<file path="src/rtl/lif_pkg.sv">
package lif_pkg;
  localparam int ID_W  = 6;
  localparam int LEN_W = 3;
  localparam logic DIR_TX = 1'b1;
endpackage

</file>
<file path="src/rtl/lif_slot_pair.sv">
module lif_slot_pair #(
  parameter int ID_W = lif_pkg::ID_W
) (
  input  logic [ID_W-1:0] rx_id,
  input  logic [ID_W-1:0] id_a,
  input  logic [ID_W-1:0] id_b,
  input  logic            en_a,
  input  logic            en_b,
  input  logic            mask_mode,
  output logic            hit_a,
  output logic            hit_b
);
  logic [ID_W-1:0] diff_a;
  logic [ID_W-1:0] care_a;

  assign diff_a = rx_id ^ id_a;
  // in mask mode the partner slot's identifier field is the compare mask
  assign care_a = mask_mode ? id_b : {ID_W{1'b1}};
  assign hit_a  = en_a && ((diff_a & care_a) == '0);
  assign hit_b  = !mask_mode && en_b && (rx_id == id_b);
endmodule

</file>
<file path="src/rtl/lif_prio_pick.sv">
module lif_prio_pick #(
  parameter int N = 8,
  localparam int SEL_W = $clog2(N)
) (
  input  logic [N-1:0]     req,
  output logic             any,
  output logic [SEL_W-1:0] sel
);
  always_comb begin
    sel = '0;
    for (int k = N - 1; k >= 0; k--) begin
      if (req[k]) sel = SEL_W'(k);
    end
  end
  assign any = |req;
endmodule

</file>
<file path="src/rtl/lif_irq_ctl.sv">
module lif_irq_ctl (
  input  logic clk,
  input  logic rst_n,
  input  logic accept,
  input  logic matched_tx,
  input  logic flag_clr,
  input  logic xmit_req,
  input  logic rx_irq_en,
  input  logic tx_irq_en,
  output logic flag,
  output logic irq_rx,
  output logic irq_tx,
  output logic tx_start
);
  logic go;

  assign go = xmit_req && flag && matched_tx;

  always_ff @(posedge clk or negedge rst_n) begin
    if (!rst_n) begin
      flag     <= 1'b0;
      tx_start <= 1'b0;
    end else begin
      tx_start <= go;
      if (accept) flag <= 1'b1;
      else if (flag_clr || go) flag <= 1'b0;
    end
  end

  assign irq_tx = flag && matched_tx && tx_irq_en;
  assign irq_rx = flag && !matched_tx && rx_irq_en;


  tx_start_cause_chk: assert property (@(posedge clk) disable iff (!rst_n)
    tx_start |-> ($past(xmit_req) && $past(flag) && $past(matched_tx)));

  tx_start_pulse_chk: assert property (@(posedge clk) disable iff (!rst_n)
    tx_start |-> !flag);

  flag_clear_chk: assert property (@(posedge clk) disable iff (!rst_n)
    (flag && flag_clr) |=> !flag);

  irq_exclusive_chk: assert property (@(posedge clk) disable iff (!rst_n)
    !(irq_rx && irq_tx));
endmodule

</file>
<file path="src/rtl/lif_filter_bank.sv">
module lif_filter_bank #(
  parameter int NUM_SLOTS = 8,
  parameter int ID_W      = lif_pkg::ID_W,
  parameter int LEN_W     = lif_pkg::LEN_W,
  localparam int NUM_PAIRS = NUM_SLOTS / 2,
  localparam int SEL_W     = $clog2(NUM_SLOTS),
  localparam int IDX_W     = SEL_W + 1
) (
  input  logic                       clk,
  input  logic                       rst_n,
  input  logic                       hdr_valid,
  output logic                       hdr_ready,
  input  logic [ID_W-1:0]            hdr_id,
  input  logic [NUM_SLOTS*ID_W-1:0]  slot_id,
  input  logic [NUM_SLOTS-1:0]       slot_dir,
  input  logic [NUM_SLOTS*LEN_W-1:0] slot_len,
  input  logic [NUM_SLOTS-1:0]       slot_csum,
  input  logic [NUM_SLOTS-1:0]       slot_en,
  input  logic [NUM_PAIRS-1:0]       pair_mask_mode,
  input  logic                       rx_irq_en,
  input  logic                       tx_irq_en,
  input  logic                       flag_clr,
  input  logic                       xmit_req,
  output logic                       hdr_flag,
  output logic                       match_hit,
  output logic [IDX_W-1:0]           match_idx,
  output logic                       frm_dir,
  output logic [LEN_W-1:0]           frm_len,
  output logic                       frm_csum,
  output logic                       irq_rx,
  output logic                       irq_tx,
  output logic                       tx_start
);
  localparam logic [IDX_W-1:0] IDX_NONE = {IDX_W{1'b1}};

  logic [NUM_SLOTS-1:0] slot_hit;
  logic                 pick_any;
  logic [SEL_W-1:0]     pick_sel;
  logic                 accept;

  for (genvar p = 0; p < NUM_PAIRS; p++) begin : g_pair
    lif_slot_pair #(.ID_W(ID_W)) u_pair (
      .rx_id     (hdr_id),
      .id_a      (slot_id[(2*p)*ID_W +: ID_W]),
      .id_b      (slot_id[(2*p+1)*ID_W +: ID_W]),
      .en_a      (slot_en[2*p]),
      .en_b      (slot_en[2*p+1]),
      .mask_mode (pair_mask_mode[p]),
      .hit_a     (slot_hit[2*p]),
      .hit_b     (slot_hit[2*p+1])
    );
  end

  lif_prio_pick #(.N(NUM_SLOTS)) u_pick (
    .req (slot_hit),
    .any (pick_any),
    .sel (pick_sel)
  );

  assign hdr_ready = !hdr_flag;
  assign accept    = hdr_valid && hdr_ready;

  always_ff @(posedge clk or negedge rst_n) begin
    if (!rst_n) begin
      match_hit <= 1'b0;
      match_idx <= IDX_NONE;
      frm_dir   <= 1'b0;
      frm_len   <= '0;
      frm_csum  <= 1'b0;
    end else if (accept) begin
      match_hit <= pick_any;
      match_idx <= pick_any ? {1'b0, pick_sel} : IDX_NONE;
      frm_dir   <= pick_any && slot_dir[pick_sel];
      frm_len   <= pick_any ? slot_len[pick_sel*LEN_W +: LEN_W] : '0;
      frm_csum  <= pick_any && slot_csum[pick_sel];
    end
  end

  lif_irq_ctl u_irq (
    .clk        (clk),
    .rst_n      (rst_n),
    .accept     (accept),
    .matched_tx (match_hit && (frm_dir == lif_pkg::DIR_TX)),
    .flag_clr   (flag_clr),
    .xmit_req   (xmit_req),
    .rx_irq_en  (rx_irq_en),
    .tx_irq_en  (tx_irq_en),
    .flag       (hdr_flag),
    .irq_rx     (irq_rx),
    .irq_tx     (irq_tx),
    .tx_start   (tx_start)
  );


  pending_not_ready_chk: assert property (@(posedge clk) disable iff (!rst_n)
    hdr_flag |-> !hdr_ready);

  pending_idx_hold_chk: assert property (@(posedge clk) disable iff (!rst_n)
    hdr_flag |=> ($stable(match_idx) && $stable(frm_len)));

  miss_code_chk: assert property (@(posedge clk) disable iff (!rst_n)
    !match_hit |-> (match_idx == IDX_NONE && !frm_dir && frm_len == '0));

  hit_idx_range_chk: assert property (@(posedge clk) disable iff (!rst_n)
    match_hit |-> !match_idx[IDX_W-1]);
endmodule

</file>
<file path="config.mk">
export PLATFORM = sky130hd
export DESIGN_NAME = lif_filter_bank
export DESIGN_NICKNAME = d
export VERILOG_FILES = /design/src/rtl/lif_pkg.sv /design/src/rtl/lif_slot_pair.sv /design/src/rtl/lif_prio_pick.sv /design/src/rtl/lif_irq_ctl.sv /design/src/rtl/lif_filter_bank.sv
export SDC_FILE = /design/constraint.sdc
export NUM_CORES = 1
export LEC_CHECK = 0
export BUFFER_PORTS_ARGS = -buffer_cell sky130_fd_sc_hd__buf_2
export CORE_ASPECT_RATIO = 1.1
export CORE_UTILIZATION = 38
export CTS_CLUSTER_DIAMETER = 30
export CTS_CLUSTER_SIZE = 25
export DETAILED_ROUTE_END_ITERATION = 7
export GPL_TIMING_DRIVEN = 0
export PLACE_DENSITY = 0.85
export SYNTH_ARGS = -nofsm -noshare
export SYNTH_HDL_FRONTEND = slang
export SYNTH_SLANG_ARGS = --single-unit
</file>
<file path="constraint.sdc">
create_clock -name clk -period 2.5 [get_ports clk]
set_input_delay 0.25 -clock clk [delete_from_list [all_inputs] [get_ports clk]]
set_output_delay 0.25 -clock clk [all_outputs]
set_load 0.02 [all_outputs]
</file>
# Word level (Yosys, flattened, before mapping)
# Index checks and enable logic that the tools add are counted.
# classes
n_addsub	0
mul	1
div_mod_pow	0
magnitude_cmp	1
eq_ne	4
n_shift	1
muxes	20
bitwise	8
reduce_logical	35
# op_table
cell	n
3-bit 2-to-1 mux	9
6-bit AND	4
6-bit == test	4
6-bit logical NOT	4
6-bit 2-to-1 mux	4
24-bit by 6-bit indexed part select with 3-bit output	1
6-bit bitwise XOR	4
1-bit logical AND	22
8-bit OR reduction	1
1-bit binary-select mux with 3-bit select	2
1-bit logical NOT	6
3-bit by 2-bit multiplier with 5-bit output (second input constant)	1
3-bit by 4-bit less-than comparator with 1-bit output (second input constant)	1
1-bit 2-to-1 mux	4
4-bit 2-to-1 mux	1
2-bit nonzero test	1
1-bit logical OR	1
# totals
reg_bits	12
latch_bits	0
ramBits	0
rom_bits	0
inputBits	113
n_memories	0

# Logic depth before layout (Yosys ltp)
# logic_depth
depth_word	14
depth_mapped	10
depth_no_buf	8

# Modules after synthesis
# Synthesis repeated with hierarchy kept, for this count alone.
# unflattened
cells_unflattened	201
area_unflattened_um2	1702.9
# modules_own_cells
module	instances	cells_each	area_each_um2	seq_area_each_um2
lif_slot_pair	4	26	196.4	0.0
lif_filter_bank	1	75	747.0	255.2
lif_irq_ctl	1	9	88.8	50.0
lif_prio_pick	1	13	81.3	0.0

# Worst setup path before layout
# Ideal clock, no wire load.
# synth_path
path_type	input -> register
from	input port hdr_id[4]
to	register frm_csum
arrival_time_ps	2201
t_required_ps	2421
slack_ps	219
cell_stages	10
cell_sequence	buf_6 > xnor2_1 > o22ai_1 > or4_1 > and2_1 > a21boi_2 > buf_4 > mux2i_1 > mux2_2 > a2bb2oi_1
# synth_via
elab_chain_cells	14
word_cells_on_any_way	36
cone_classes	4 x eq/ne; 10 x mux; 8 x bitwise; 14 x reduce/logical
# synth_lines
element	line_no	text
start: declaration	lif_filter_bank.sv:13	input logic [ID_W-1:0] hdr_id,
6-bit bitwise XOR	lif_slot_pair.sv:16	assign diff_a = rx_id ^ id_a;
6-bit AND	lif_slot_pair.sv:19	assign hit_a = en_a && ((diff_a & care_a) == '0);
6-bit logical NOT	lif_slot_pair.sv:19	
1-bit logical AND	lif_slot_pair.sv:19	
3-bit 2-to-1 mux (7 in series)	lif_prio_pick.sv:12	if (req[k]) sel = SEL_W'(k);
1-bit binary-select mux with 3-bit select	lif_filter_bank.sv:75	frm_csum <= pick_any && slot_csum[pick_sel];
1-bit 2-to-1 mux (not written as such)	lif_filter_bank.sv:75	
1-bit logical AND (*)	lif_filter_bank.sv:75	
end signal: assignment	lif_filter_bank.sv:75	
end: declaration	lif_filter_bank.sv:29	output logic frm_csum,
# Every way passes the cells marked *; elsewhere a longest branch is shown, timed or not. The select of a mux whose other input is x is not followed.
# A chain may end at the register's enable or synchronous reset.

# Worst setup path after layout
# layout_path
from	input port hdr_id[0]
to	register frm_len[1]
# layout_via
elab_chain_cells	14
word_cells_on_any_way	36
cone_classes	1 x mul; 4 x eq/ne; 1 x shift; 9 x mux; 8 x bitwise; 13 x reduce/logical
# layout_lines
element	line_no	text
6-bit bitwise XOR	lif_slot_pair.sv:16	
6-bit AND	lif_slot_pair.sv:19	
6-bit logical NOT	lif_slot_pair.sv:19	
1-bit logical AND	lif_slot_pair.sv:19	
3-bit 2-to-1 mux (7 in series)	lif_prio_pick.sv:12	
3-bit by 2-bit multiplier with 5-bit output	lif_filter_bank.sv:74	frm_len <= pick_any ? slot_len[pick_sel*LEN_W +: LEN_W] : '0;
24-bit by 6-bit indexed part select with 3-bit output	lif_filter_bank.sv:74	
3-bit 2-to-1 mux (*)	lif_filter_bank.sv:74	
end signal: assignment	lif_filter_bank.sv:74	
end: declaration	lif_filter_bank.sv:28	output logic [LEN_W-1:0] frm_len,
# Every way passes the cells marked *; elsewhere a longest branch is shown, timed or not.

==> impl_metrics.py <==
metrics = {
    "worst_hold_path": {
        "timing.hold.worst_path_depth": 2,
        "worst_hold_startpoint": "flag_clr",
        "worst_hold_path_type": "primary input to register",
        "holdPathEnd": "u_irq.flag",
    },
    "clock_tree": {
        "ctsRootBufferMaster": "sky130_fd_sc_hd__clkbuf_8",
        "cts_inserted_buffers": 3,
        "count_of_h_tree_levels_built_during_cts": 1,
        "clk-insertion-delay-late_ns": 0.24,
        "clkSinkCount": 12,
        "tritoncts_clock_tree": "done",
        "cts.clk_slew.worst_paths_ns": 0.05,
        "clock_path_buffers": 2,
    },
    "sta": {
        "share_of_the_clock_period_used_by_the_worst_path_pct": 92.1,
        "clock_skew_ns": 0.00177,
        "max_slew_margin_pct": 66.2,
        "finalSetupViolations": 0,
        "setup_tns_ns": 0,
        "timing_max_transition_violations_final": 0,
        "tightestPinTransition_ns": 0.507,
        "period_needed_ns": 2.30,
        "timing_hold_violations_final": 0,
        "grt_setup_unrepaired": "no",
        "max_freq_ghz": 0.434,
    },
    "power": {
        "leakage_nw": 1.26,
        "power-per-cell-area_nw_per_um2": 342,
        "share_clk_of_total_power_pct": 24.5,
        "power.sequential.fraction_pct": 28.3,
        "finalPower_mw": 0.862,
        "power.ir.vdd_worst_v": 0.000136,
        "intPower_mw": 0.566,
        "pwr-share-comb_pct": 47.2,
        "power_switching_mw": 0.296,
        "switching_share_pct": 34.4,
    },
    "die": {
        "boundaryPins": 128,
        "floorplan.die_area_um2": 4960,
        "num_rows": 25,
        "die_h_um": 73.8,
        "die_w_um": 67.3,
        "initial_utilization_pct": 40.4,
        "core_area_um2": 4410,
    },
    "synthesis": {
        "synth_simple_gate_area_share_pct": 22.9,
        "synth_adder_area_share_pct": 0,
        "netlist_area_um2": 1780,
        "synth_fp_nets": 324,
        "synth_sequential_area_ratio_pct": 17.1,
        "post_synth_most_frequent_cells": "sky130_fd_sc_hd__xnor2_1, sky130_fd_sc_hd__mux2i_1, sky130_fd_sc_hd__nor2b_1, sky130_fd_sc_hd__xor2_1, sky130_fd_sc_hd__nand2_1",
        "synth.area.mux_share_pct": 14.3,
        "synth-compound-area-share_pct": 16.1,
        "synth_warnings": 0,
        "post-synth-top-area-cell": "sky130_fd_sc_hd__xnor2_1",
        "synth-xor-area-share_pct": 24.0,
        "synth_top_family_by_area": "XOR/XNOR gates",
        "flip_flop_cell_with_the_highest_count_after_synthesis": "sky130_fd_sc_hd__dfrtp_1",
        "flops_latches_synth": 12,
        "synth_edf_count": 0,
        "synthMostInstantiatedCell": "sky130_fd_sc_hd__xnor2_1",
        "postSynth.asyncResetShare_pct": 100,
        "area_share_of_the_largest_cell_type_after_synthesis_pct": 15.7,
        "syn_area_per_cell_um2": 8.44,
        "yosysUniqueCellTypes": 41,
        "ys_top_cells_by_area": "sky130_fd_sc_hd__xnor2_1, sky130_fd_sc_hd__mux2i_1, sky130_fd_sc_hd__dfrtp_1, sky130_fd_sc_hd__xor2_1, sky130_fd_sc_hd__nor2b_1",
        "post_synth_inst_count": 211,
    },
    "worst_setup_path": {
        "ff2ff_path_depth": 5,
        "worstPathMaxFanout": 10,
        "cp_top_family": "simple AND/OR/NAND/NOR gates",
        "startpoint_type": "primary input",
        "cp_num_buf_inv": 2,
        "cpMaxStageDelayCell": "sky130_fd_sc_hd__or4_1",
        "worst_r2r_startpoint": "u_irq.flag",
        "cp-end-kind": "register",
        "worst_ep_arrival_time_ns": 2.46,
        "critical_path_required_ns": 2.66,
        "r2r_setup_slack_ns": 0.89,
        "criticalPathCategory": "primary input to register",
        "worst_path_largest_cell_delay_ns": 0.54,
        "crit_chain": "buf_2 -> xnor2_1 -> a21oi_1 -> or4_1 -> and2_1 -> a21boi_2 -> buf_4 -> mux2i_1 -> mux2_2 -> a2bb2oi_1",
        "reg_to_reg_endpoint": "match_hit",
    },
    "final_layout": {
        "number_of_nets_in_the_layout": 451,
        "post_route_cells_drive_above_1_share_pct": 43.6,
        "diode_count": 0,
        "syn_to_final_growth_pct": 41.5,
    },
    "detailed_routing": {
        "drt-pass1-iter-count": 5,
        "total_detailed_routing_wirelength_um": 5110,
        "route.detailed.vias_per_inst": 5.10,
        "dr.first_iter.drc_count": 71,
        "drc_violations_left": 0,
        "wl_per_cell_um": 13.1,
        "antenna_left": 0,
        "via_count": 1993,
    },
    "run_status": {
        "run_status": "finished, final reports clean",
    },
    "place": {
        "port_buffers": 121,
        "dp.final_hpwl_um": 4370,
        "globalplace.congestion": 0.782,
    },
    "job": {
        "cap_violations": 0,
    },
    "global_routing": {
        "groute.usage.overall_pct": 20.5,
        "maximum_number_of_pins_on_one_net_before_global_route_repair": 13,
        "grt_overflow_total": 0,
        "number_of_antenna_violations_at_the_first_check_in_global_routing": 0,
        "first_pass_grt_wire_length_um": 7730,
        "first_global_vias": 1836,
    },
}
==> cells by family after synthesis <==
logic type	after synthesis
AOI/OAI and AO/OA	40
xor gates and xnor gates	48
buffers and inverters	15
DFF	12
muxes	25
and+or+nand+nor	71
==> worst max-delay path by stage <==
stage	startpoint	endpoint	cells past startpoint
finish	hdr_id[0]	frm_len[1]	10
global placement	hdr_id[0]	frm_len[1]	9
CTS	hdr_id[0]	frm_len[1]	9
detailed placement	hdr_id[0]	frm_len[1]	9
global route	hdr_id[0]	frm_len[2]	10
floorplan	hdr_id[4]	frm_csum	10
==> worst register-to-register path, delay by kind of cell, from the launching register on <==
| family | cells | cell delay (ns) |
|---|---|---|
| and+or+nand+nor | 2 | 0.41 |
| DFF | 1 | 0.42 |
| AOI/OAI and AO/OA | 1 | 0.18 |
| buffers and inverters | 2 | 0.49 |
==> stage by stage <==
step	area, um2	utilization (%)	setup slack, ns	instances	hold WS (ns)
floorplan	1780	-	0.219	211	-0.0456
global placement	2450	55.6	0.00153	386	0.137
detailed placement	2450	55.6	-0.0640	386	0.139
CTS	2520	57.1	0.195	391	0.186
global route	2520	57.1	0.0498	391	0.201
finish	2520	57.1	0.197	391	0.183
==> layout by cell type, fill, tap and decap left out, types with 5 or more instances in the layout <==
cell / netlist / final
sky130_fd_sc_hd__buf_2: 3 / 124
sky130_fd_sc_hd__xnor2_1: 32 / 32
sky130_fd_sc_hd__mux2i_1: 21 / 21
sky130_fd_sc_hd__nor2b_1: 20 / 20
sky130_fd_sc_hd__xor2_1: 15 / 15
sky130_fd_sc_hd__nand2_1: 12 / 12
sky130_fd_sc_hd__a21oi_1: 11 / 11
sky130_fd_sc_hd__nor2_1: 11 / 11
sky130_fd_sc_hd__o22ai_1: 8 / 8
sky130_fd_sc_hd__dfrtp_1: 8 / 8
sky130_fd_sc_hd__inv_1: 6 / 6
sky130_fd_sc_hd__o21ai_0: 5 / 5
sky130_fd_sc_hd__o211ai_1: 5 / 5
==> timing repair <==
action                    4_1_cts  5_1_grt
buffers inserted                0        0
hold endpoints to repair        8        0
resized for setup               0        0
hold buffers                    1        0
==> flip-flops by register name, summed over array words and instances (netlist names) <==
signal          flops
u_irq.tx_start      1
frm_len             3
frm_dir             1
match_hit           1
match_idx           4
u_irq.flag          1
frm_csum            1
==> power groups by stage <==
stage / sequential, mW / clock [mW] / combinational (mW)
after floorplan: 0.275 / 0 / 0.212
after global placement: 0.246 / 0 / 0.395
after detailed placement: 0.247 / 0 / 0.407
after CTS: 0.244 / 0.212 / 0.410
after global routing: 0.248 / 0.219 / 0.444
final: 0.244 / 0.211 / 0.407
==> final cells by class <==
type / instances / area (um2)
buffer: 9 / 75.1
clock buffer: 4 / 55.1
fill: 398 / 1890
inverter: 6 / 22.5
multi-input combinational: 184 / 1380
sequential: 12 / 305
tap: 54 / 67.6
timing repair buffer: 122 / 616
==> per-layer routing <==
| metal | vias to the layer above | global-route usage, % | wire [um] |
|---|---|---|---|
| met5 | - | 0 | 0 |
| met4 | 0 | 6.15 | 63 |
| met3 | 6 | 2.33 | 484 |
| met2 | 129 | 41.7 | 2620 |
| met1 | 857 | 21.0 | 1940 |
| li1 | 1001 | - | - |
No activity file was read; power rests on OpenSTA's default activity.
